<file path="src/rtl/irqg_pkg.sv">
package irqg_pkg;
   typedef enum logic [1:0] {
      EV_ASSERT   = 2'd0,
      EV_DEASSERT = 2'd1,
      EV_WRITE    = 2'd2
   } ev_kind_e;
endpackage

</file>
<file path="src/rtl/irqg_wire_track.sv">
module irqg_wire_track (
   input  logic clk,
   input  logic rst_n,
   input  logic src_any,
   input  logic suppress,
   input  logic take,
   output logic need,
   output logic lvl_assert
);
   logic wire_q;
   logic want;

   // the level the receiver should see; message modes force it low
   assign want       = src_any & ~suppress;
   assign need       = want ^ wire_q;
   assign lvl_assert = want;

   always_ff @(posedge clk) begin
      if (!rst_n)    wire_q <= 1'b0;
      else if (take) wire_q <= want;
   end
endmodule

</file>
<file path="src/rtl/irqg_vec_table.sv">
module irqg_vec_table #(
   parameter int N   = 8,
   parameter int AW  = 32,
   parameter int DW  = 32,
   parameter int CW  = 32,
   parameter int RAW = 5,
   parameter int IW  = 3
) (
   input  logic           clk,
   input  logic           rst_n,
   input  logic           we,
   input  logic [RAW-1:0] widx,
   input  logic [CW-1:0]  wdata,
   input  logic [IW-1:0]  rd_idx,
   output logic [AW-1:0]  msg_addr,
   output logic [DW-1:0]  base_data,
   output logic [N-1:0]   mask,
   output logic [AW-1:0]  rd_addr,
   output logic [DW-1:0]  rd_data
);
   localparam int TAB_BASE = 4;

   logic [AW-1:0] tab_a [N];
   logic [DW-1:0] tab_d [N];

   always_ff @(posedge clk) begin
      if (!rst_n) begin
         msg_addr  <= '0;
         base_data <= '0;
         mask      <= '0;
      end else if (we) begin
         if (widx == RAW'(0)) msg_addr  <= wdata[AW-1:0];
         if (widx == RAW'(1)) base_data <= wdata[DW-1:0];
         if (widx == RAW'(2)) mask      <= wdata[N-1:0];
      end
   end

   for (genvar i = 0; i < N; i++) begin : g_ent
      always_ff @(posedge clk) begin
         if (!rst_n) begin
            tab_a[i] <= '0;
            tab_d[i] <= '0;
         end else if (we) begin
            if (widx == RAW'(TAB_BASE + 2*i))     tab_a[i] <= wdata[AW-1:0];
            if (widx == RAW'(TAB_BASE + 2*i + 1)) tab_d[i] <= wdata[DW-1:0];
         end
      end
   end

   assign rd_addr = tab_a[rd_idx];
   assign rd_data = tab_d[rd_idx];
endmodule

</file>
<file path="src/rtl/irqg_pend_arb.sv">
module irqg_pend_arb #(
   parameter int N  = 8,
   parameter int IW = 3
) (
   input  logic          clk,
   input  logic          rst_n,
   input  logic          capture,
   input  logic [N-1:0]  rise,
   input  logic [N-1:0]  allow,
   input  logic          take,
   output logic          any,
   output logic [IW-1:0] grant_idx
);
   logic [N-1:0] pend_q;
   logic [N-1:0] elig;
   logic [N-1:0] grant;
   logic [N:0]   seen;

   assign elig    = pend_q & allow;
   assign seen[0] = 1'b0;

   // ripple priority chain, bit 0 wins
   for (genvar i = 0; i < N; i++) begin : g_pri
      assign grant[i]  = elig[i] & ~seen[i];
      assign seen[i+1] = seen[i] | elig[i];
   end
   assign any = seen[N];

   always_comb begin
      grant_idx = '0;
      for (int i = 0; i < N; i++)
         if (grant[i]) grant_idx = IW'(i);
   end

   always_ff @(posedge clk) begin
      if (!rst_n) pend_q <= '0;
      else        pend_q <= (pend_q & ~(take ? grant : '0)) | (capture ? rise : '0);
   end


   pend_capture_chk: assert property (@(posedge clk) disable iff (!rst_n)
      (capture && (|rise)) |=> ((pend_q & $past(rise)) == $past(rise)));


   blocked_keep_chk: assert property (@(posedge clk) disable iff (!rst_n)
      (|(pend_q & ~allow)) |=> (((($past(pend_q) & ~$past(allow))) & ~pend_q) == '0));


   grant_single_chk: assert property (@(posedge clk) disable iff (!rst_n)
      $onehot0(grant));
endmodule

</file>
<file path="src/rtl/irq_msg_gen.sv">
module irq_msg_gen
   import irqg_pkg::*;
#(
   parameter int NUM_VEC = 8,
   parameter int ADDR_W  = 32,
   parameter int DATA_W  = 32,
   localparam int VEC_W  = $clog2(NUM_VEC),
   localparam int CNT_W  = $clog2(VEC_W + 1),
   localparam int CFG_W  = (ADDR_W > DATA_W) ? ADDR_W : DATA_W,
   localparam int REG_W  = $clog2(4 + 2*NUM_VEC)
) (
   input  logic               clk,
   input  logic               rst_n,
   input  logic [NUM_VEC-1:0] src_lvl,
   input  logic               msi_en,
   input  logic               tbl_en,
   input  logic [1:0]         legacy_pin,
   input  logic [CNT_W-1:0]   msi_log2,
   input  logic               cfg_we,
   input  logic [REG_W-1:0]   cfg_idx,
   input  logic [CFG_W-1:0]   cfg_wdata,
   input  logic               ev_ready,
   output logic               ev_valid,
   output logic [1:0]         ev_kind,
   output logic [1:0]         ev_pin,
   output logic [ADDR_W-1:0]  ev_addr,
   output logic [DATA_W-1:0]  ev_data
);
   if (NUM_VEC < 2 || (NUM_VEC & (NUM_VEC - 1)) != 0) begin : g_bad_vec
      $error("NUM_VEC must be a power of two and at least 2");
   end
   if (DATA_W < VEC_W) begin : g_bad_data
      $error("DATA_W must hold a vector number");
   end
   if (ADDR_W < 2) begin : g_bad_addr
      $error("ADDR_W too small");
   end

   logic [NUM_VEC-1:0] src_q, rise, allow, mask;
   logic               msg_mode, src_any, lvl_need, lvl_assert;
   logic               vec_any, slot_free, lvl_take, vec_take, hold_q;
   logic [VEC_W-1:0]   gidx;
   logic [ADDR_W-1:0]  msg_addr, tab_addr;
   logic [DATA_W-1:0]  base_data, tab_data, low_mask, msi_data;
   logic [CNT_W-1:0]   n_eff;

   always_ff @(posedge clk) begin
      if (!rst_n) src_q <= '0;
      else        src_q <= src_lvl;
   end

   assign rise      = src_lvl & ~src_q;
   assign src_any   = |src_q;
   assign msg_mode  = msi_en | tbl_en;
   assign allow     = tbl_en ? ~mask : '1;
   assign slot_free = ~ev_valid | ev_ready;
   assign lvl_take  = slot_free & lvl_need;
   assign vec_take  = slot_free & ~lvl_need & vec_any;

   irqg_wire_track u_wire (
      .clk        (clk),
      .rst_n      (rst_n),
      .src_any    (src_any),
      .suppress   (msg_mode),
      .take       (lvl_take),
      .need       (lvl_need),
      .lvl_assert (lvl_assert)
   );

   irqg_pend_arb #(.N(NUM_VEC), .IW(VEC_W)) u_arb (
      .clk       (clk),
      .rst_n     (rst_n),
      .capture   (msg_mode),
      .rise      (rise),
      .allow     (allow),
      .take      (vec_take),
      .any       (vec_any),
      .grant_idx (gidx)
   );

   irqg_vec_table #(
      .N(NUM_VEC), .AW(ADDR_W), .DW(DATA_W), .CW(CFG_W), .RAW(REG_W), .IW(VEC_W)
   ) u_tab (
      .clk       (clk),
      .rst_n     (rst_n),
      .we        (cfg_we),
      .widx      (cfg_idx),
      .wdata     (cfg_wdata),
      .rd_idx    (gidx),
      .msg_addr  (msg_addr),
      .base_data (base_data),
      .mask      (mask),
      .rd_addr   (tab_addr),
      .rd_data   (tab_data)
   );

   assign n_eff    = (msi_log2 > CNT_W'(VEC_W)) ? CNT_W'(VEC_W) : msi_log2;
   assign low_mask = ~({DATA_W{1'b1}} << n_eff);
   assign msi_data = (base_data & ~low_mask) | (DATA_W'(gidx) & low_mask);

   always_ff @(posedge clk) begin
      if (!rst_n) begin
         ev_valid <= 1'b0;
         ev_kind  <= EV_DEASSERT;
         ev_pin   <= '0;
         ev_addr  <= '0;
         ev_data  <= '0;
      end else if (lvl_take) begin
         ev_valid <= 1'b1;
         ev_kind  <= lvl_assert ? EV_ASSERT : EV_DEASSERT;
         ev_pin   <= legacy_pin;
         ev_addr  <= '0;
         ev_data  <= '0;
      end else if (vec_take) begin
         ev_valid <= 1'b1;
         ev_kind  <= EV_WRITE;
         ev_pin   <= '0;
         ev_addr  <= tbl_en ? tab_addr : msg_addr;
         ev_data  <= tbl_en ? tab_data : msi_data;
      end else if (ev_ready) begin
         ev_valid <= 1'b0;
      end
   end

   always_ff @(posedge clk) begin
      if (!rst_n) hold_q <= 1'b0;
      else        hold_q <= ev_valid & ~ev_ready;
   end


   ev_hold_chk: assert property (@(posedge clk) disable iff (!rst_n)
      (ev_valid && !ev_ready) |=> (ev_valid && $stable(ev_kind) && $stable(ev_pin)
                                   && $stable(ev_addr) && $stable(ev_data)));


   no_assert_msg_chk: assert property (@(posedge clk) disable iff (!rst_n)
      (ev_valid && !hold_q && ev_kind == EV_ASSERT) |-> $past(!(msi_en || tbl_en)));
endmodule

</file>
<file path="config.mk">
export PLATFORM = sky130hd
export DESIGN_NAME = irq_msg_gen
export DESIGN_NICKNAME = d
export VERILOG_FILES = /design/src/rtl/irqg_pkg.sv /design/src/rtl/irqg_wire_track.sv /design/src/rtl/irqg_vec_table.sv /design/src/rtl/irqg_pend_arb.sv /design/src/rtl/irq_msg_gen.sv
export SDC_FILE = /design/constraint.sdc
export NUM_CORES = 1
export LEC_CHECK = 0
export ABC_AREA = 1
export CAP_MARGIN = 20
export CORE_MARGIN = 2
export CORE_UTILIZATION = 45
export DETAILED_ROUTE_END_ITERATION = 8
export PLACE_DENSITY = 0.58
export SLEW_MARGIN = 20
export SYNTH_ARGS = -nofsm -noshare
export SYNTH_HDL_FRONTEND = slang
export SYNTH_SLANG_ARGS = --single-unit
</file>
<file path="constraint.sdc">
create_clock -name clk -period 7.5 [get_ports clk]
set_input_delay 1.125 -clock clk [delete_from_list [all_inputs] [get_ports clk]]
set_output_delay 1.125 -clock clk [all_outputs]
set_load 0.02 [all_outputs]
</file>
Word-level counts from Yosys, hierarchy flattened
Memory sizes are Yosys's and may differ from the RTL's.
Cells that the tools add are included.
{"block": "totals", "reg_bits": 158, "mem_bits_rw": 512, "in_bits": 55, "out_inout_bits": 69, "n_memories": 2}
{"block": "op_classes", "n_lt_le_gt_ge": 1, "eq_ne": 18, "n_shift": 1, "mux": 102, "n_bitwise": 60, "reduce_logical": 8}
{"memory": "u_tab.tab_a", "depth": 8, "width": 32, "rd": 1, "rd_clocked_by_memory_dff": 0, "write_ports": 8, "line": "irqg_vec_table.sv:23", "text": "logic [AW-1:0] tab_a [N];"}
{"memory": "u_tab.tab_d", "depth": 8, "width": 32, "rd": 1, "rd_clocked_by_memory_dff": 0, "write_ports": 8, "line": "irqg_vec_table.sv:24", "text": "logic [DW-1:0] tab_d [N];"}
{"operator": "two-way mux 32 bit", "n": 18}
{"operator": "two-way mux 1 bit", "n": 70}
{"operator": "inverter 32 bit", "n": 2}
{"operator": "== test 5 x 4 -> 1 bit, second input constant", "n": 8}
{"operator": "AND 3 x 32 -> 32 bit", "n": 1}
{"operator": "AND 32 bit", "n": 1}
{"operator": "bitwise OR 32 bit", "n": 1}
{"operator": "<< shifter 32 x 2 -> 32 bit, first input constant", "n": 1}
{"operator": "bitwise OR 1 bit", "n": 25}
{"operator": "AND 8 bit", "n": 3}
{"operator": "two-way mux 8 bit", "n": 3}
{"operator": "inverter 8 bit", "n": 3}
{"operator": "== test 5 x 3 -> 1 bit, second input constant", "n": 4}
{"operator": "== test 5 bit, second input constant", "n": 4}
{"operator": "two-way mux 3 bit", "n": 6}
{"operator": "AND 1 bit", "n": 11}
{"operator": "inverter 1 bit", "n": 11}
{"operator": "two-way mux 2 bit", "n": 5}
{"operator": "bitwise OR 8 bit", "n": 1}
{"operator": "OR reduction 8 bit", "n": 1}
{"operator": "AND reduction 2 bit", "n": 3}
{"operator": "== test 5 x 1 -> 1 bit, second input constant", "n": 1}
{"operator": "== test 5 x 2 -> 1 bit, second input constant", "n": 1}
{"operator": "zero test 5 bit", "n": 1}
{"operator": "other kinds (5)", "n": 5}

Depth between registers and ports, before layout
Gate-level depths: netlist of the first run.
{"block": "depth", "depth_word": 15, "mapped_depth": 17, "ltp_nobuf": 14}

Modules after synthesis
From an unflattened synthesis of the first run, not the netlist that was laid out.
{"block": "hier_totals", "hier_cells": 3995, "area_unflattened_um2": 31730.4}
{"module": "irqg_vec_table", "instances": 1, "cells_per_inst": 3345, "area_per_inst_um2": 27561.4, "seq_area_each_um2": 16816.1}
{"module": "irq_msg_gen", "instances": 1, "cells_per_inst": 573, "area_per_inst_um2": 3639.7, "seq_area_each_um2": 1541.5}
{"module": "irqg_pend_arb", "instances": 1, "cells_per_inst": 65, "area_per_inst_um2": 461.7, "seq_area_each_um2": 160.2}
{"module": "irqg_wire_track", "instances": 1, "cells_per_inst": 12, "area_per_inst_um2": 67.6, "seq_area_each_um2": 20.0}

Worst setup path before layout of the first run
No wires, ideal clock.
{"block": "synth_timing", "kind": "input port to flip-flop", "from": "input cfg_idx[1]", "to": "memory u_tab.tab_a[0][0], enable pin", "setup_time_ps": 389, "t_arrival_ps": 2721, "slack_ps": 4390, "stages": 5, "path_cell_list": "nor2_1 > clkbuf_1 > clkbuf_1 > nand2_1 > nand2_1"}
{"item": "start, declared", "line": "irq_msg_gen.sv:20", "text": "input logic [REG_W-1:0] cfg_idx,"}
{"item": "end, declared", "line": "irqg_vec_table.sv:23"}

Final worst setup path of the first run
{"block": "layout_timing", "from": "input tbl_en", "to": "register ev_data[28]"}
{"block": "layout_between", "elab_chain_cells": 13}
{"item": "start, declared", "line": "irq_msg_gen.sv:16", "text": "input logic tbl_en,"}
{"item": "two-way mux 8 bit", "line": "irq_msg_gen.sv:55", "text": "assign allow = tbl_en ? ~mask : '1;"}
{"item": "AND 8 bit", "line": "irqg_pend_arb.sv:19", "text": "assign elig = pend_q & allow;"}
{"item": "inverter 1 bit / bitwise OR 1 bit (equally long branches)", "line": "irqg_pend_arb.sv:24, irqg_pend_arb.sv:25"}
{"item": "AND 1 bit, or another cell as far along", "line": "irqg_pend_arb.sv:24", "text": "assign grant[i] = elig[i] & ~seen[i];"}
{"item": "two-way mux 1 bit, or another cell as far along", "line": "irqg_pend_arb.sv:32", "text": "if (grant[i]) grant_idx = IW'(i);"}
{"item": "two-way mux 3 bit, or another cell as far along (4 in series)", "line": "irqg_pend_arb.sv:32"}
{"item": "two-way mux 3 bit / AND 1 bit (equally long branches)", "line": "irqg_pend_arb.sv:32, irqg_pend_arb.sv:24"}
{"item": "two-way mux 3 bit", "line": "irqg_pend_arb.sv:32"}
{"item": "memory read (8 x 32 bit)"}
{"item": "two-way mux 32 bit", "line": "irq_msg_gen.sv:119", "text": "ev_data <= tbl_en ? tab_data : msi_data;"}
{"item": "end signal, assigned", "line": "irq_msg_gen.sv:119"}
{"item": "end, declared", "line": "irq_msg_gen.sv:27", "text": "output logic [DATA_W-1:0] ev_data"}
Parallel ways exist; a longest one is shown, timed or not.
A chain may end at the register's enable or synchronous reset.

==> out/results.txt, run 1 <==
status = finished, final reports clean
global-route usage over all layers = 0.275
Max clock buf depth = 3
post-synth top area share = 0.501
# DRC = 0
Root Driver = clkbuf_16
most common cell after layout, fill and taps aside = nand3_1
synthesized netlist cell count = 3510
global-route wire length before repair = 146 mm
CTS clk-pin slew, worst paths = 0.06 ns
register area share after synthesis = 0.604
final-stage net count = 3542
HP Class = flop to flop
WP data arrival = 5.48 ns
final non-filler cell total = 4418
synth-to-layout area growth = 13.0%
WS Path Type = input pin to flop
unrepaired setup endpoints after global routing = no
Post-synth top flop = edfxtp_1
Filler cells = 6141
Worst-Skew Late Latency = 0.62 ns
Layout Utilization = 0.515
Post-CTS Resized = 0
DR WL/cell = 22.1 um
Placed Cells = 4286
worst slew pin tran = 1.15 ns
max incr delay on CP = 0.88 ns
First DRT Iteration DRCs = 2771
Top Ports = 124
VDD IR max = 152 uV
Starting Density = 0.456
pin count of the biggest net entering global routing = 116
layout cell share with drive strength beyond 1 = 0.0533
Ys Warns = 0
via count = 24800
placed inst area = 0.0324 mm2
GPL Wtd Cong = 0.820
IO buf count = 123
FFs w/ async S/R, synth = 0
aggregate global routing overflow = 0
final setup fails = 0
Pwr Density = 286 mW/mm2
crit path max-delay cell type = buf_4
fmax = 203 MHz
die width = 265 um
hold_buf cts = 0
die span in y = 265 um
# rows = 95
DR pass1 iterations = 8
die area = 0.0703 mm2
top cells by area, synth = edfxtp_1 50%, nand3_1 12%, dfxtp_1 10%
EDFF count, synth = 512
number of global-route vias before repair = 23700
Routed Antenna Nets = 0
design area = 0.0347 mm2
maximum fanout along the worst path = 83
Detailed Route WL = 97.8 mm
Worst Path Required = 8.05 ns
via/cell ratio = 5.62
Slew Limit Fails = 0
Mapped Avg Cell Area = 8.74 um2
CTS Sinks = 670
period utilization = 0.658
CTS buffer count = 72
Crit. End Element = flop
CTS tree = built
# H-tree levels = 3
most frequent cells in the layout = 737 x nand3_1, 527 x nor2_1, 515 x nand2_1
min Tclk post-route = 4.93 ns
relative slew slack = 0.232
CP Launch Type = input pin
core area = 0.0673 mm2
cell chain of the critical path = buf_2 > inv_2 > buf_4 > o21ai_1 > nand4_4 > buf_4 > buf_4 > nand3_1 > nand2_1 > nand2_1 > nand3_1 > nand3_1 > a21oi_1
post-detail-place hpwl = 54.6 mm
ANT cells = 0
Final Hold Viols = 0
Yosys top cell by area = edfxtp_1
Cell variety after synth = 27
Post-CTS Repair Setup Buffers = 0
initial antenna violation count = 0
Yosys reg bits = 670
setup TNS = 0 ns
max_cap viols = 0
Pleak = 0.0146 uW
Mapped Area = 0.0307 mm2
skew final = 0.0195 ns
syn nets = 3565
[worst max-delay path: cells and delay by family]
kind	cells	cell delay, ns
AOI/OAI and AO/OA	2	0.44
and+or+nand+nor	6	0.98
buffers and inverters	5	2.77
[layer usage]
layer	global-route usage	share of wire	wire, um
met5	0	0	0
met4	0.103	0.032	3130
met3	0.0546	0.098	9550
met2	0.437	0.46	44900
met1	0.374	0.41	40300
[final timing paths]
path | from | end | slack [ns] | cells past startpoint
min reg2reg | u_tab.base_data[1] | u_tab.base_data[1] | 0.46 | 2
min | u_tab.base_data[1] | u_tab.base_data[1] | 0.46 | 2
max reg2reg | u_tab.mask[1] | ev_data[10] | 3.76 | 13
max | tbl_en | ev_data[28] | 2.57 | 13
[Yosys cell counts (all sizes together), types with 2 or more instances]
master	number
a21oi	214
buf	107
clkbuf	172
dfxtp	158
edfxtp	512
inv	460
nand2	518
nand3	739
nand4	5
nor2	532
o21ai	83
o31ai	2
or2	2
[power by group]
part / internal (uW) / switching [uW] / total, uW
combinational: 608 / 1390 / 2000
clock: 2030 / 1490 / 3520
sequential: 4260 / 143 / 4400
total: 6900 / 3020 / 9920
[through the flow]
step | power [uW] | hold slack, ns | setup WS [ns]
final | 9920 | 0.456 | 2.57
after global placement | 6430 | 0.442 | 2.13
after global routing | 10300 | 0.479 | 2.36
after floorplan | 5660 | 0.425 | 4.39
after CTS | 9940 | 0.459 | 2.74
after detailed placement | 6450 | 0.448 | 2.07
[cells by family after synthesis]
kind of cell / Yosys count / share of synthesized area
buffers and inverters: 740 / 0.0941
flip-flops: 670 / 0.604
AO/OA/AOI/OAI: 301 / 0.0498
XOR/XNOR: 1 / 0.000286
AND/OR/NAND/NOR: 1798 / 0.252
[flip-flops by register name (all words and copies together), names as in the netlist]
signal / count
ev_pin: 2
src_q: 8
u_tab.mask: 8
u_tab.msg_addr: 32
u_tab.base_data: 32
u_tab.tab_a: 256
ev_data: 32
u_tab.tab_d: 256
ev_valid: 1
u_arb.pend_q: 8
ev_addr: 32
ev_kind: 2
u_wire.wire_q: 1
[layout make-up]
cell class | instances | area [um2] | area share
clock buffers | 106 | 2070 | 0.0598
clock inverters | 26 | 219 | 0.00631
inverters | 461 | 1740 | 0.0502
multi-input cells | 2100 | 9330 | 0.269
flip-flops and latches | 670 | 18500 | 0.535
well taps | 873 | 1090 | 0.0315
repair buffers | 182 | 1680 | 0.0485
No activity file was read; power rests on OpenSTA's default activity.
==> run 2, diff against run 1 <==
- clock period: 7.5 -> 4.6 ns (I/O delays scaled with it)
==> out/results.txt, run 2 (same netlist as run 1, synthesis figures left out) <==
period utilization = 0.702
# DRC = 0 (unchanged)
overall power = 16400 uW (+66%)
fmax = 310 MHz
via count = 25100 (+0.91%)
Max clock buf depth = 3 (unchanged)
First DRT Iteration DRCs = 3028 (+9.3%)
status = finished, final reports clean
max incr delay on CP = 0.50 ns (-0.38 ns)
unrepaired setup endpoints after global routing = no
Detailed Route WL = 98.4 mm (+0.54%)
global-route usage over all layers = 0.275 (about the same)
layout cell share with drive strength beyond 1 = 0.0567 (+0.00340)
relative slew slack = 0.237 (+0.00480)
HP Class = flop to flop
hold_buf cts = 0 (unchanged)
Top Ports = 124 (unchanged)
synth-to-layout area growth = 13.9%
max_cap viols = 0 (unchanged)
IO buf count = 123 (unchanged)
Starting Density = 0.456 (unchanged)
Worst Path Required = 5.15 ns (-2.90 ns)
DR pass1 iterations = 6 (-2)
Slew Limit Fails = 0 (unchanged)
Crit. End Element = flop
# rows = 95 (unchanged)
CTS tree = built
Filler cells = 6167 (+0.42%)
via/cell ratio = 5.65 (+0.50%)
CP Launch Type = input pin
CTS Sinks = 670 (unchanged)
core area = 0.0673 mm2 (unchanged)
number of global-route vias before repair = 23700 (+0.27%)
cell chain of the critical path = buf_2 > nand2_1 > nand2_2 > nand3_1 > nor2_1 > nand3_1 > nand2_1 > inv_8 > nand2_8 > buf_12 > nand2_1 > nand2_1 > nand2_1 > nand3_1 > nand3_1 > a21oi_1
worst slew pin tran = 1.14 ns (-0.00398 ns)
skew final = 0.0202 ns (+0.000691 ns)
Worst-Skew Late Latency = 0.62 ns (about the same)
grt peak-use layer = met2
CTS clk-pin slew, worst paths = 0.06 ns (about the same)
DR WL/cell = 22.2 um (+0.14%)
most common cell after layout, fill and taps aside = nand3_1
WP data arrival = 3.77 ns (-1.71 ns)
min Tclk post-route = 3.23 ns
crit path max-delay cell type = nand2_8
CTS buffer count = 73 (+1.4%)
routing usage on met1 = 0.388 (+0.0136)
aggregate global routing overflow = 0 (unchanged)
initial antenna violation count = 0 (unchanged)
maximum fanout along the worst path = 84 (+1.2%)
die span in y = 265 um (unchanged)
die area = 0.0703 mm2 (unchanged)
Final Hold Viols = 0 (unchanged)
global-route wire length before repair = 147 mm (+0.73%)
final non-filler cell total = 4436 (+0.41%)
Root Driver = clkbuf_16
WS Path Type = input pin to flop
post-detail-place hpwl = 55.7 mm (+2.0%)
most frequent cells in the layout = 737 x nand3_1, 527 x nor2_1, 515 x nand2_1
# H-tree levels = 3 (unchanged)
setup TNS = 0 ns (unchanged)
GR Util met2 = 0.442 (+0.00411)
Post-CTS Resized = 0 (unchanged)
most numerous cell on the critical path = nand2_1
final-stage net count = 3556 (+0.40%)
final setup fails = 0 (unchanged)
GPL Wtd Cong = 0.831 (+1.4%)
pin count of the biggest net entering global routing = 141 (+22%)
die width = 265 um (unchanged)
Pwr Density = 470 mW/mm2 (+64%)
largest registers = u_tab.tab_a (256), u_tab.tab_d (256)
GR Layer Usage met3 = 0.0409 (-0.0137)
hold_ws = 0.450 ns (-0.00529 ns)
Routed Antenna Nets = 0 (unchanged)
Placed Cells = 4299 (+0.30%)
VDD IR max = 270 uV (+77%)
Post-CTS Repair Setup Buffers = 0 (unchanged)
Pleak = 0.0147 uW (+0.86%)
-- run 2: critical path, delay by kind of cell --
family | cells | cell delay [ns]
buffers and inverters | 3 | 0.92
AO/OA/AOI/OAI | 1 | 0.21
AND/OR/NAND/NOR | 12 | 1.88
-- run 2: final timing paths --
kind / start / endpoint / slack (ns) / cells after the start
hold / removal: u_tab.base_data[1] / u_tab.base_data[1] / 0.45 / 2
setup / recovery: tbl_en / ev_data[18] / 1.37 / 16
setup reg to reg: u_tab.mask[2] / ev_data[18] / 1.58 / 15
hold reg to reg: u_tab.base_data[1] / u_tab.base_data[1] / 0.45 / 2
-- run 2: power by group --
part           internal (uW)  switching (uW)  leakage [uW]  total, uW
clock network           3520            2430       0.00118       5960
registers               6950             214       0.00617       7160
logic                   1020            2290       0.00733       3310
total                  11500            4940        0.0147      16400
-- run 2: stage by stage --
step,instance area [um2],worst slack [ns],util
2_1_floorplan,30700,1.93,-
3_5_place_dp,32500,0.854,0.484
6_report,35000,1.37,0.520
3_3_place_gp,32500,0.927,0.484
5_1_grt,35000,1.17,0.520
4_1_cts,35000,1.48,0.520
-- run 2: layout make-up --
| type | instances | area [um2] | area share |
|---|---|---|---|
| repair buffers | 195 | 1840 | 0.0525 |
| flip-flops and latches | 670 | 18500 | 0.530 |
| inverters | 461 | 1740 | 0.0497 |
| multi-input cells | 2100 | 9330 | 0.267 |
| clock buffers | 115 | 2210 | 0.0631 |
| clock inverters | 21 | 208 | 0.00594 |
| diodes | 1 | 2.50 | 0.0000716 |
| well taps | 873 | 1090 | 0.0313 |
-- run 2: layer usage --
layer  wire length (um)  share of wire
met1              42000           0.43
met2              45500           0.46
met3               8550          0.087
met4               2340          0.024
met5                  0              0
